===== src/rtl/sbl_pkg.sv =====
package sbl_pkg;
  localparam int unsigned REG_W    = 5;
  localparam int unsigned MAX_REGS = 4;
  localparam int unsigned ADDR_W   = 64;

  typedef enum logic [2:0] {
    ST_IDLE,
    ST_STEP,
    ST_WAIT,
    ST_WRITE,
    ST_DONE,
    ST_FAULT
  } state_e;
endpackage


===== src/rtl/sbl_addr_gen.sv =====
module sbl_addr_gen
  import sbl_pkg::*;
(
  input  logic              clk_i,
  input  logic              rst_ni,
  input  logic              load_i,
  input  logic [ADDR_W-1:0] base_i,
  input  logic [ADDR_W-1:0] index_i,
  input  logic              step_i,
  output logic [ADDR_W-1:0] addr_o
);
  logic [ADDR_W-1:0] addr_q;

  // byte elements: index scale is 1, sums wrap mod 2^64
  always_ff @(posedge clk_i or negedge rst_ni) begin
    if (!rst_ni)     addr_q <= '0;
    else if (load_i) addr_q <= base_i + index_i;
    else if (step_i) addr_q <= addr_q + ADDR_W'(1);
  end

  assign addr_o = addr_q;
endmodule


===== src/rtl/sbl_stage_buf.sv =====
module sbl_stage_buf
  import sbl_pkg::*;
#(
  parameter int unsigned VLEN_BYTES = 16,
  localparam int unsigned ELEM_W = $clog2(VLEN_BYTES),
  localparam int unsigned RSEL_W = $clog2(MAX_REGS),
  localparam int unsigned VEC_W  = VLEN_BYTES * 8
) (
  input  logic              clk_i,
  input  logic              rst_ni,
  input  logic              clr_i,
  input  logic              we_i,
  input  logic [RSEL_W-1:0] wr_reg_i,
  input  logic [ELEM_W-1:0] wr_elem_i,
  input  logic [7:0]        wr_byte_i,
  input  logic [RSEL_W-1:0] rd_reg_i,
  output logic [VEC_W-1:0]  rd_data_o
);
  logic [VEC_W-1:0] vec_q [MAX_REGS];

  for (genvar g = 0; g < MAX_REGS; g++) begin : g_vec
    // clear on accept gives the zero fill for inactive bytes
    always_ff @(posedge clk_i or negedge rst_ni) begin
      if (!rst_ni)
        vec_q[g] <= '0;
      else if (clr_i)
        vec_q[g] <= '0;
      else if (we_i && (wr_reg_i == RSEL_W'(g)))
        vec_q[g][{wr_elem_i, 3'b000} +: 8] <= wr_byte_i;
    end
  end

  assign rd_data_o = vec_q[rd_reg_i];
endmodule


===== src/rtl/sbl_dest_map.sv =====
module sbl_dest_map
  import sbl_pkg::*;
#(
  localparam int unsigned RSEL_W = $clog2(MAX_REGS)
) (
  input  logic              quad_i,
  input  logic              t_i,
  input  logic [2:0]        zt_i,
  input  logic [RSEL_W-1:0] sel_i,
  output logic [REG_W-1:0]  waddr_o
);
  logic [REG_W-1:0] first;
  logic [REG_W-1:0] offset;

  always_comb begin
    if (quad_i) begin
      first  = {t_i, 2'b00, zt_i[1:0]};
      offset = REG_W'(sel_i) << 2;
    end else begin
      first  = {t_i, 1'b0, zt_i};
      offset = REG_W'(sel_i[0]) << 3;
    end
    waddr_o = first + offset;
  end
endmodule


===== src/rtl/strided_byte_loader.sv =====
module strided_byte_loader
  import sbl_pkg::*;
#(
  parameter int unsigned VLEN_BYTES = 16,
  localparam int unsigned MASK_W = VLEN_BYTES * MAX_REGS,
  localparam int unsigned VEC_W  = VLEN_BYTES * 8
) (
  input  logic              clk_i,
  input  logic              rst_ni,
  input  logic              req_valid_i,
  output logic              req_ready_o,
  input  logic [63:0]       req_base_i,
  input  logic [63:0]       req_index_i,
  input  logic              req_quad_i,
  input  logic              req_t_i,
  input  logic [2:0]        req_zt_i,
  input  logic              req_base_is_sp_i,
  input  logic [MASK_W-1:0] req_mask_i,
  output logic              mem_req_valid_o,
  input  logic              mem_req_ready_i,
  output logic [63:0]       mem_req_addr_o,
  input  logic              mem_rsp_valid_i,
  input  logic [7:0]        mem_rsp_data_i,
  input  logic              mem_rsp_err_i,
  output logic              rf_we_o,
  output logic [4:0]        rf_waddr_o,
  output logic [VEC_W-1:0]  rf_wdata_o,
  output logic              done_o,
  output logic              fault_o,
  output logic              sp_chk_o
);
  localparam int unsigned ELEM_W = $clog2(VLEN_BYTES);
  localparam int unsigned POS_W  = $clog2(MASK_W);
  localparam int unsigned RSEL_W = $clog2(MAX_REGS);
  localparam logic [POS_W-1:0]  LAST_QUAD = POS_W'(MASK_W - 1);
  localparam logic [POS_W-1:0]  LAST_PAIR = POS_W'(MASK_W / 2 - 1);
  localparam logic [RSEL_W-1:0] WR_LAST_QUAD = RSEL_W'(MAX_REGS - 1);
  localparam logic [RSEL_W-1:0] WR_LAST_PAIR = RSEL_W'(1);

  state_e            state_q, state_d;
  logic [POS_W-1:0]  pos_q;
  logic [RSEL_W-1:0] wr_q;
  logic [MASK_W-1:0] mask_q;
  logic              quad_q, t_q, sp_chk_q;
  logic [2:0]        zt_q;

  logic accept, cur_active, at_last, wr_at_last, rsp_ok, step;

  assign accept     = req_valid_i && (state_q == ST_IDLE);
  assign cur_active = mask_q[pos_q];
  assign at_last    = pos_q == (quad_q ? LAST_QUAD : LAST_PAIR);
  assign wr_at_last = wr_q == (quad_q ? WR_LAST_QUAD : WR_LAST_PAIR);
  assign rsp_ok     = (state_q == ST_WAIT) && mem_rsp_valid_i && !mem_rsp_err_i;
  // every position advances the address, active or not
  assign step       = ((state_q == ST_STEP) && !cur_active) || rsp_ok;

  always_comb begin
    state_d = state_q;
    unique case (state_q)
      ST_IDLE:  if (accept) state_d = ST_STEP;
      ST_STEP: begin
        if (cur_active) begin
          if (mem_req_ready_i) state_d = ST_WAIT;
        end else if (at_last) begin
          state_d = ST_WRITE;
        end
      end
      ST_WAIT: begin
        if (mem_rsp_valid_i) begin
          if (mem_rsp_err_i) state_d = ST_FAULT;
          else if (at_last)  state_d = ST_WRITE;
          else               state_d = ST_STEP;
        end
      end
      ST_WRITE: if (wr_at_last) state_d = ST_DONE;
      ST_DONE:  state_d = ST_IDLE;
      ST_FAULT: state_d = ST_IDLE;
      default:  state_d = ST_IDLE;
    endcase
  end

  always_ff @(posedge clk_i or negedge rst_ni) begin
    if (!rst_ni) begin
      state_q  <= ST_IDLE;
      pos_q    <= '0;
      wr_q     <= '0;
      mask_q   <= '0;
      quad_q   <= 1'b0;
      t_q      <= 1'b0;
      zt_q     <= '0;
      sp_chk_q <= 1'b0;
    end else begin
      state_q  <= state_d;
      sp_chk_q <= accept && req_base_is_sp_i;
      if (accept) begin
        pos_q  <= '0;
        wr_q   <= '0;
        mask_q <= req_mask_i;
        quad_q <= req_quad_i;
        t_q    <= req_t_i;
        zt_q   <= req_zt_i;
      end else begin
        if (step && !at_last)        pos_q <= pos_q + POS_W'(1);
        if (state_q == ST_WRITE)     wr_q  <= wr_q + RSEL_W'(1);
      end
    end
  end

  sbl_addr_gen i_addr_gen (
    .clk_i   (clk_i),
    .rst_ni  (rst_ni),
    .load_i  (accept),
    .base_i  (req_base_i),
    .index_i (req_index_i),
    .step_i  (step),
    .addr_o  (mem_req_addr_o)
  );

  sbl_stage_buf #(.VLEN_BYTES(VLEN_BYTES)) i_stage_buf (
    .clk_i     (clk_i),
    .rst_ni    (rst_ni),
    .clr_i     (accept),
    .we_i      (rsp_ok),
    .wr_reg_i  (pos_q[POS_W-1:ELEM_W]),
    .wr_elem_i (pos_q[ELEM_W-1:0]),
    .wr_byte_i (mem_rsp_data_i),
    .rd_reg_i  (wr_q),
    .rd_data_o (rf_wdata_o)
  );

  sbl_dest_map i_dest_map (
    .quad_i  (quad_q),
    .t_i     (t_q),
    .zt_i    (zt_q),
    .sel_i   (wr_q),
    .waddr_o (rf_waddr_o)
  );

  assign req_ready_o     = state_q == ST_IDLE;
  assign mem_req_valid_o = (state_q == ST_STEP) && cur_active;
  assign rf_we_o         = state_q == ST_WRITE;
  assign done_o          = state_q == ST_DONE;
  assign fault_o         = state_q == ST_FAULT;
  assign sp_chk_o        = sp_chk_q;
endmodule


===== config.mk =====
export PLATFORM = sky130hd
export DESIGN_NAME = strided_byte_loader
export DESIGN_NICKNAME = d
export VERILOG_FILES = /design/src/rtl/sbl_pkg.sv /design/src/rtl/sbl_addr_gen.sv /design/src/rtl/sbl_stage_buf.sv /design/src/rtl/sbl_dest_map.sv /design/src/rtl/strided_byte_loader.sv
export SDC_FILE = /design/constraint.sdc
export NUM_CORES = 2
export LEC_CHECK = 0
export ABC_AREA = 1
export BUFFER_PORTS_ARGS = -buffer_cell sky130_fd_sc_hd__clkbuf_2
export CORE_ASPECT_RATIO = 0.75
export CORE_UTILIZATION = 61
export CTS_BUF_LIST = sky130_fd_sc_hd__clkbuf_8
export DETAILED_ROUTE_END_ITERATION = 12
export PLACE_DENSITY = 0.91
export SLEW_MARGIN = 20
export SYNTH_ARGS = -nofsm -noshare
export SYNTH_HDL_FRONTEND = slang
export SYNTH_SLANG_ARGS = --single-unit

===== constraint.sdc =====
create_clock -name clk_i -period 2.6 [get_ports clk_i]
set_input_delay 0.52 -clock clk_i [delete_from_list [all_inputs] [get_ports clk_i]]
set_output_delay 0.52 -clock clk_i [all_outputs]
set_load 0.02 [all_outputs]

==> impl_metrics.json, run 1 <==
{
  "synth-seq-cells": 657,
  "post_dp_cell_area_um2": 41200,
  "die_w_um": 284,
  "cts_max_path_buffers": 3,
  "lastStage": "5_1_grt",
  "cts.sinks": 657,
  "syn_inst": 5073,
  "yosysSeqAreaShare_pct": 45.0,
  "root_buffer": "clkbuf_8",
  "error": "[ERROR GRT-0116] Global routing finished with congestion. Check the congestion regions in the DRC Viewer.",
  "io_pins": 415,
  "synth_warnings": 0,
  "hpwlAfterDp_um": 96800,
  "io_buffers": 414,
  "pre_cts_ws_ps": -125,
  "grt_pass1_wl_um": 362000,
  "outcome": "aborted with a tool error",
  "first_global_vias": 53300,
  "grt_max_degree": 106,
  "die_h_um": 214,
  "ys_types": 42,
  "netlist_area_um2": 36500,
  "grt-ovfl-total": 291,
  "syn_nets": 5354,
  "track_usage_pct": 80.2,
  "cts-buffers-inserted": 98,
  "routabilityCongestion": 1.03,
  "start_util_pct": 61.8,
  "htreeDepth": 3,
  "avgSynthCellArea_um2": 7.19,
  "num_rows": 77
}
==> kinds of logic after synthesis <==
group	after synthesis	share of synthesized area, %
AND/OR/NAND/NOR	2465	27.2
AO/OA/AOI/OAI	1208	17.1
flip-flops	657	45.0
buffers and inverters	609	6.67
adder cells (fa/ha/maj)	69	2.39
XOR/XNOR	65	1.56
==> timing repair <==
| item | in CTS |
|---|---|
| setup buffers | 77 |
| endpoints found under the setup margin | 177 |
| cloned | 82 |
| hold endpoints to repair | 86 |
| gates resized for setup | 992 |
| hold buffers | 58 |
| pin swaps | 213 |
==> synthesized netlist by cell type <==
master	n	area, um^2
or2_2	6	37.5
clkbuf_1	148	556
nor2_1	504	1890
nand2_4	1	11.3
ha_1	68	851
a21boi_0	3	22.5
nor2_2	5	31.3
a21oi_1	107	536
buf_2	32	160
o22ai_1	132	826
and3_1	1	6.26
o21ai_0	784	3920
nand3_1	154	771
o21bai_1	6	45.0
nor4_1	11	68.8
nand3b_1	13	97.6
nor3b_1	3	22.5
xor2_1	45	394
nor3_2	5	50.1
nor3_4	2	32.5
inv_2	23	86.3
buf_1	9	33.8
nand3_2	3	30.0
and2_1	1	6.26
o211ai_1	6	45.0
nand3_4	1	17.5
xnor2_1	20	175
nor3_1	46	230
inv_4	2	12.5
dfrtp_1	657	16400
nor2_4	5	56.3
or2_1	2	12.5
nand4_1	52	325
a21o_1	3	22.5
fa_1	1	20.0
clkinv_1	2	7.51
buf_6	7	78.8
nand2_2	13	81.3
o21ai_1	167	836
buf_4	14	105
nand2_1	1637	6140
inv_1	372	1400
==> through the flow <==
| stage | utilization [%] | instances | TNS (ps) |
|---|---|---|---|
| 2_1_floorplan | - | 5073 | 0 |
| 3_3_place_gp | 69.7 | 6343 | -437 |
| 3_5_place_dp | 69.7 | 6343 | -1450 |
| 4_1_cts | 85.0 | 6738 | -50320 |
==> routing by layer <==
metal  overflow  track usage, %
met1         37            80.4
met2        124            93.0
met3         23            69.5
met4        103            76.9
met5          4            50.2
==> inputs of run 2 (changes only) <==
CORE_ASPECT_RATIO = unset   (was 0.75)
CORE_UTILIZATION = 40   (was 61)
CTS_BUF_LIST = unset   (was sky130_fd_sc_hd__clkbuf_8)
PLACE_DENSITY = unset   (was 0.91)
PLACE_DENSITY_LB_ADDON = 0.15   (was unset)
==> impl_metrics.json, run 2 <==
{
  "outcome": "finished with violations",
  "violations": "setup timing",
  "area_delta_synth_final_pct": 38.3,
  "required_ps": 2080,
  "power_density_nw_per_um2": 1170,
  "track_usage_pct": 31.9,
  "grt.met1_usage_pct": 39.6,
  "die_w_um": 304,
  "arrival_ps": 2350,
  "synth-seq-cells": 657,
  "syn_inst": 5073,
  "fin_skew_ps": 48.2,
  "cts_tree": "done",
  "start_util_pct": 40.5,
  "cts-buffers-inserted": 76,
  "min_path_type": "input pin to flop",
  "post-route-min-period_ps": 2870,
  "switching_share_pct": 44.6,
  "grt-busiest-layer": "met2",
  "hold_violations": 0,
  "slew_headroom_pct": 55.4,
  "crit_type": "flop to primary output",
  "vias_per_cell": 5.49,
  "num_rows": 110,
  "finalSetupViolations": 131,
  "worst_path_most_repeated_cell": "buf_4",
  "start_kind": "flop",
  "synthFlopType": "dfrtp_1",
  "drt_pre_antenna_iters": 6,
  "stdcell_area_um2": 50500,
  "layout_commonest_cell": "nand2_1",
  "regMostFlops": "i_stage_buf.vec_q",
  "antenna_found_initial": 3,
  "avgSynthCellArea_um2": 7.19,
  "root_buffer": "clkbuf_16",
  "largest_reg_flops": 512,
  "cts.clk_slew.worst_paths_ps": 60,
  "timing.fmax_mhz": 349,
  "core_um2": 90100,
  "grt_util_met2_pct": 52.6,
  "io_pins": 415,
  "dieArea_um2": 92500,
  "io_buffers": 414,
  "worst_slack_ps": -265,
  "ys_async_sr_fraction_pct": 100,
  "synth_edf_count": 0,
  "drtIter0Drc": 3426,
  "cp_cell_sequence": "buf_6 -> buf_12 -> buf_4 -> o21ai_1 -> o22ai_1 -> buf_4 -> buf_4",
  "worstSetupEndpointType": "primary output",
  "first_global_vias": 37100,
  "final_cell_mix": "nand2_1 (1619), dfrtp_1 (652), o21ai_0 (621)",
  "routabilityCongestion": 0.996,
  "hpwlAfterDp_um": 103000,
  "power_frac_comb_pct": 56.6,
  "tightest_slew_ps": 663,
  "vias": 38800,
  "drc": 0,
  "fin_crit_sh_pct": 110,
  "post_dp_cell_area_um2": 42300,
  "power_switching_uw": 26200,
  "insertion_delay_ps": 630,
  "worst_path_max_delay_cell": "dfrtp_4",
  "final_util_pct": 56.0,
  "synth_warnings": 0,
  "netlist_top_cells_area": "dfrtp_1 (45%), nand2_1 (17%), o21ai_0 (11%)",
  "slew_violations": 0,
  "vdd_ir_drop_max_uv": 599,
  "grt_max_degree": 90,
  "yosysSeqAreaShare_pct": 45.0,
  "antenna_left": 0,
  "yosys.area.top_type": "dfrtp_1",
  "grt-ovfl-total": 0,
  "clkPwrFrac_pct": 18.8,
  "synth_top_area_share_pct": 45.0,
  "maxCapViolations": 0,
  "rsz0062_at_grt": "true",
  "routed_wl_um": 156000,
  "cts.sinks": 657,
  "wl_per_cell_um": 22.1,
  "die_h_um": 304,
  "netlist_area_um2": 36500,
  "final.fill_count": 8495,
  "syn_nets": 5354,
  "yosysMostFrequentCell": "nand2_1",
  "htreeDepth": 3,
  "hold_ws_ps": 72.9,
  "p_seq_share_pct": 24.6,
  "cp_max_fo": 12,
  "grt_util_met3_pct": 5.72,
  "nets": 6121,
  "grt_pass1_wl_um": 226000,
  "p_leak_uw": 0.0240,
  "drive_gt1_share_pct": 23.7,
  "cts_max_path_buffers": 3,
  "slowest_delay_ps": 490,
  "ys_types": 42,
  "internal_power_uw": 32600,
  "synthTopCellsByCount": "nand2_1 (1637), o21ai_0 (784), dfrtp_1 (657), nor2_1 (504), inv_1 (372)"
}
-- run 2: cell counts after synthesis --
Identical to the previous run, type by type.
-- run 2: cells by family (layout without fill, tap and decap cells) --
family | Yosys count | after routing | share of synthesized area [%]
other | 0 | 3 | 0
AND/OR/NAND/NOR | 2465 | 2465 | 27.2
flip-flops | 657 | 657 | 45.0
adder cells (fa/ha/maj) | 69 | 69 | 2.39
XOR/XNOR | 65 | 65 | 1.56
AO/OA/AOI/OAI | 1208 | 1208 | 17.1
buffers and inverters | 609 | 1429 | 6.67
-- run 2: final timing paths --
kind	start	endpoint	slack (ps)	cells after the start
worst max-delay path	wr_q[0]$_DFFE_PN0P_	rf_wdata_o[13]	-270	7
worst min-delay path	req_base_is_sp_i	sp_chk_o$_DFF_PN0_	70	3
worst max register to register	pos_q[0]$_DFFE_PN0P_	i_addr_gen.addr_o[52]$_DFFE_PN0P_	-20	19
worst min register to register	mask_q[0]$_DFFE_PN0P_	mask_q[0]$_DFFE_PN0P_	480	2
max in group asynchronous	rst_ni	i_addr_gen.addr_o[33]$_DFFE_PN0P_	1250	3
min in group asynchronous	rst_ni	i_stage_buf.vec_q[36]$_DFFE_PN0P_	440	2
-- run 2: stage by stage --
stage | std cells | TNS [ps] | total power (uW) | worst slack (ps)
final | 7072 | -16550 | 58800 | -265
after global routing | 7071 | -37990 | 61600 | -325
after CTS | 6988 | -20190 | 52600 | -241
after detailed placement | 6793 | -1110 | 37900 | -104
after global placement | 6793 | -934 | 37700 | -128
after floorplan | 5073 | 0 | 27800 | 191
-- run 2: per-layer routing --
layer | wire (um) | share of wire (%)
met5 | 13 | 0.0083
met4 | 9600 | 6.1
met3 | 11800 | 7.6
met2 | 74400 | 48
met1 | 60400 | 39
-- run 2: cell type report --
type	instances	area (um^2)	area share (%)
Antenna cell	3	7.51	0.0149
Clock buffer	111	2240	4.43
Clock inverter	20	330	0.654
Inverter	399	1560	3.08
Multi-Input combinational cell	3807	19600	38.8
Sequential cell	657	16500	32.6
Tap cell	1176	1470	2.91
Timing Repair Buffer	894	8780	17.4
Timing Repair inverter	5	67.6	0.134
-- run 2: critical path: cells and delay by family (launching register included) --
kind            cells  cell delay, ps
flops               1             490
buf+inv             5             870
compound gates      2             320
-- run 2: power by group through the flow --
stage	sequential, uW	clock (uW)	combinational (uW)
detailed placement	14300	0	23500
global placement	14300	0	23400
floorplan	14300	0	13500
global route	14700	11600	35200
finish	14500	11100	33300
CTS	14200	11200	27200
-- run 2: timing repair --
item / CTS / global route
gates resized for setup: 238 / 774
cloned: 35 / 40
endpoints found under the setup margin: 129 / 411
hold buffers: 1 / 0
hold endpoints to repair: 24 / 0
buffers inserted: 28 / 51
pin swaps: 27 / 130
Note: power is estimated with default switching activity, not from simulation.
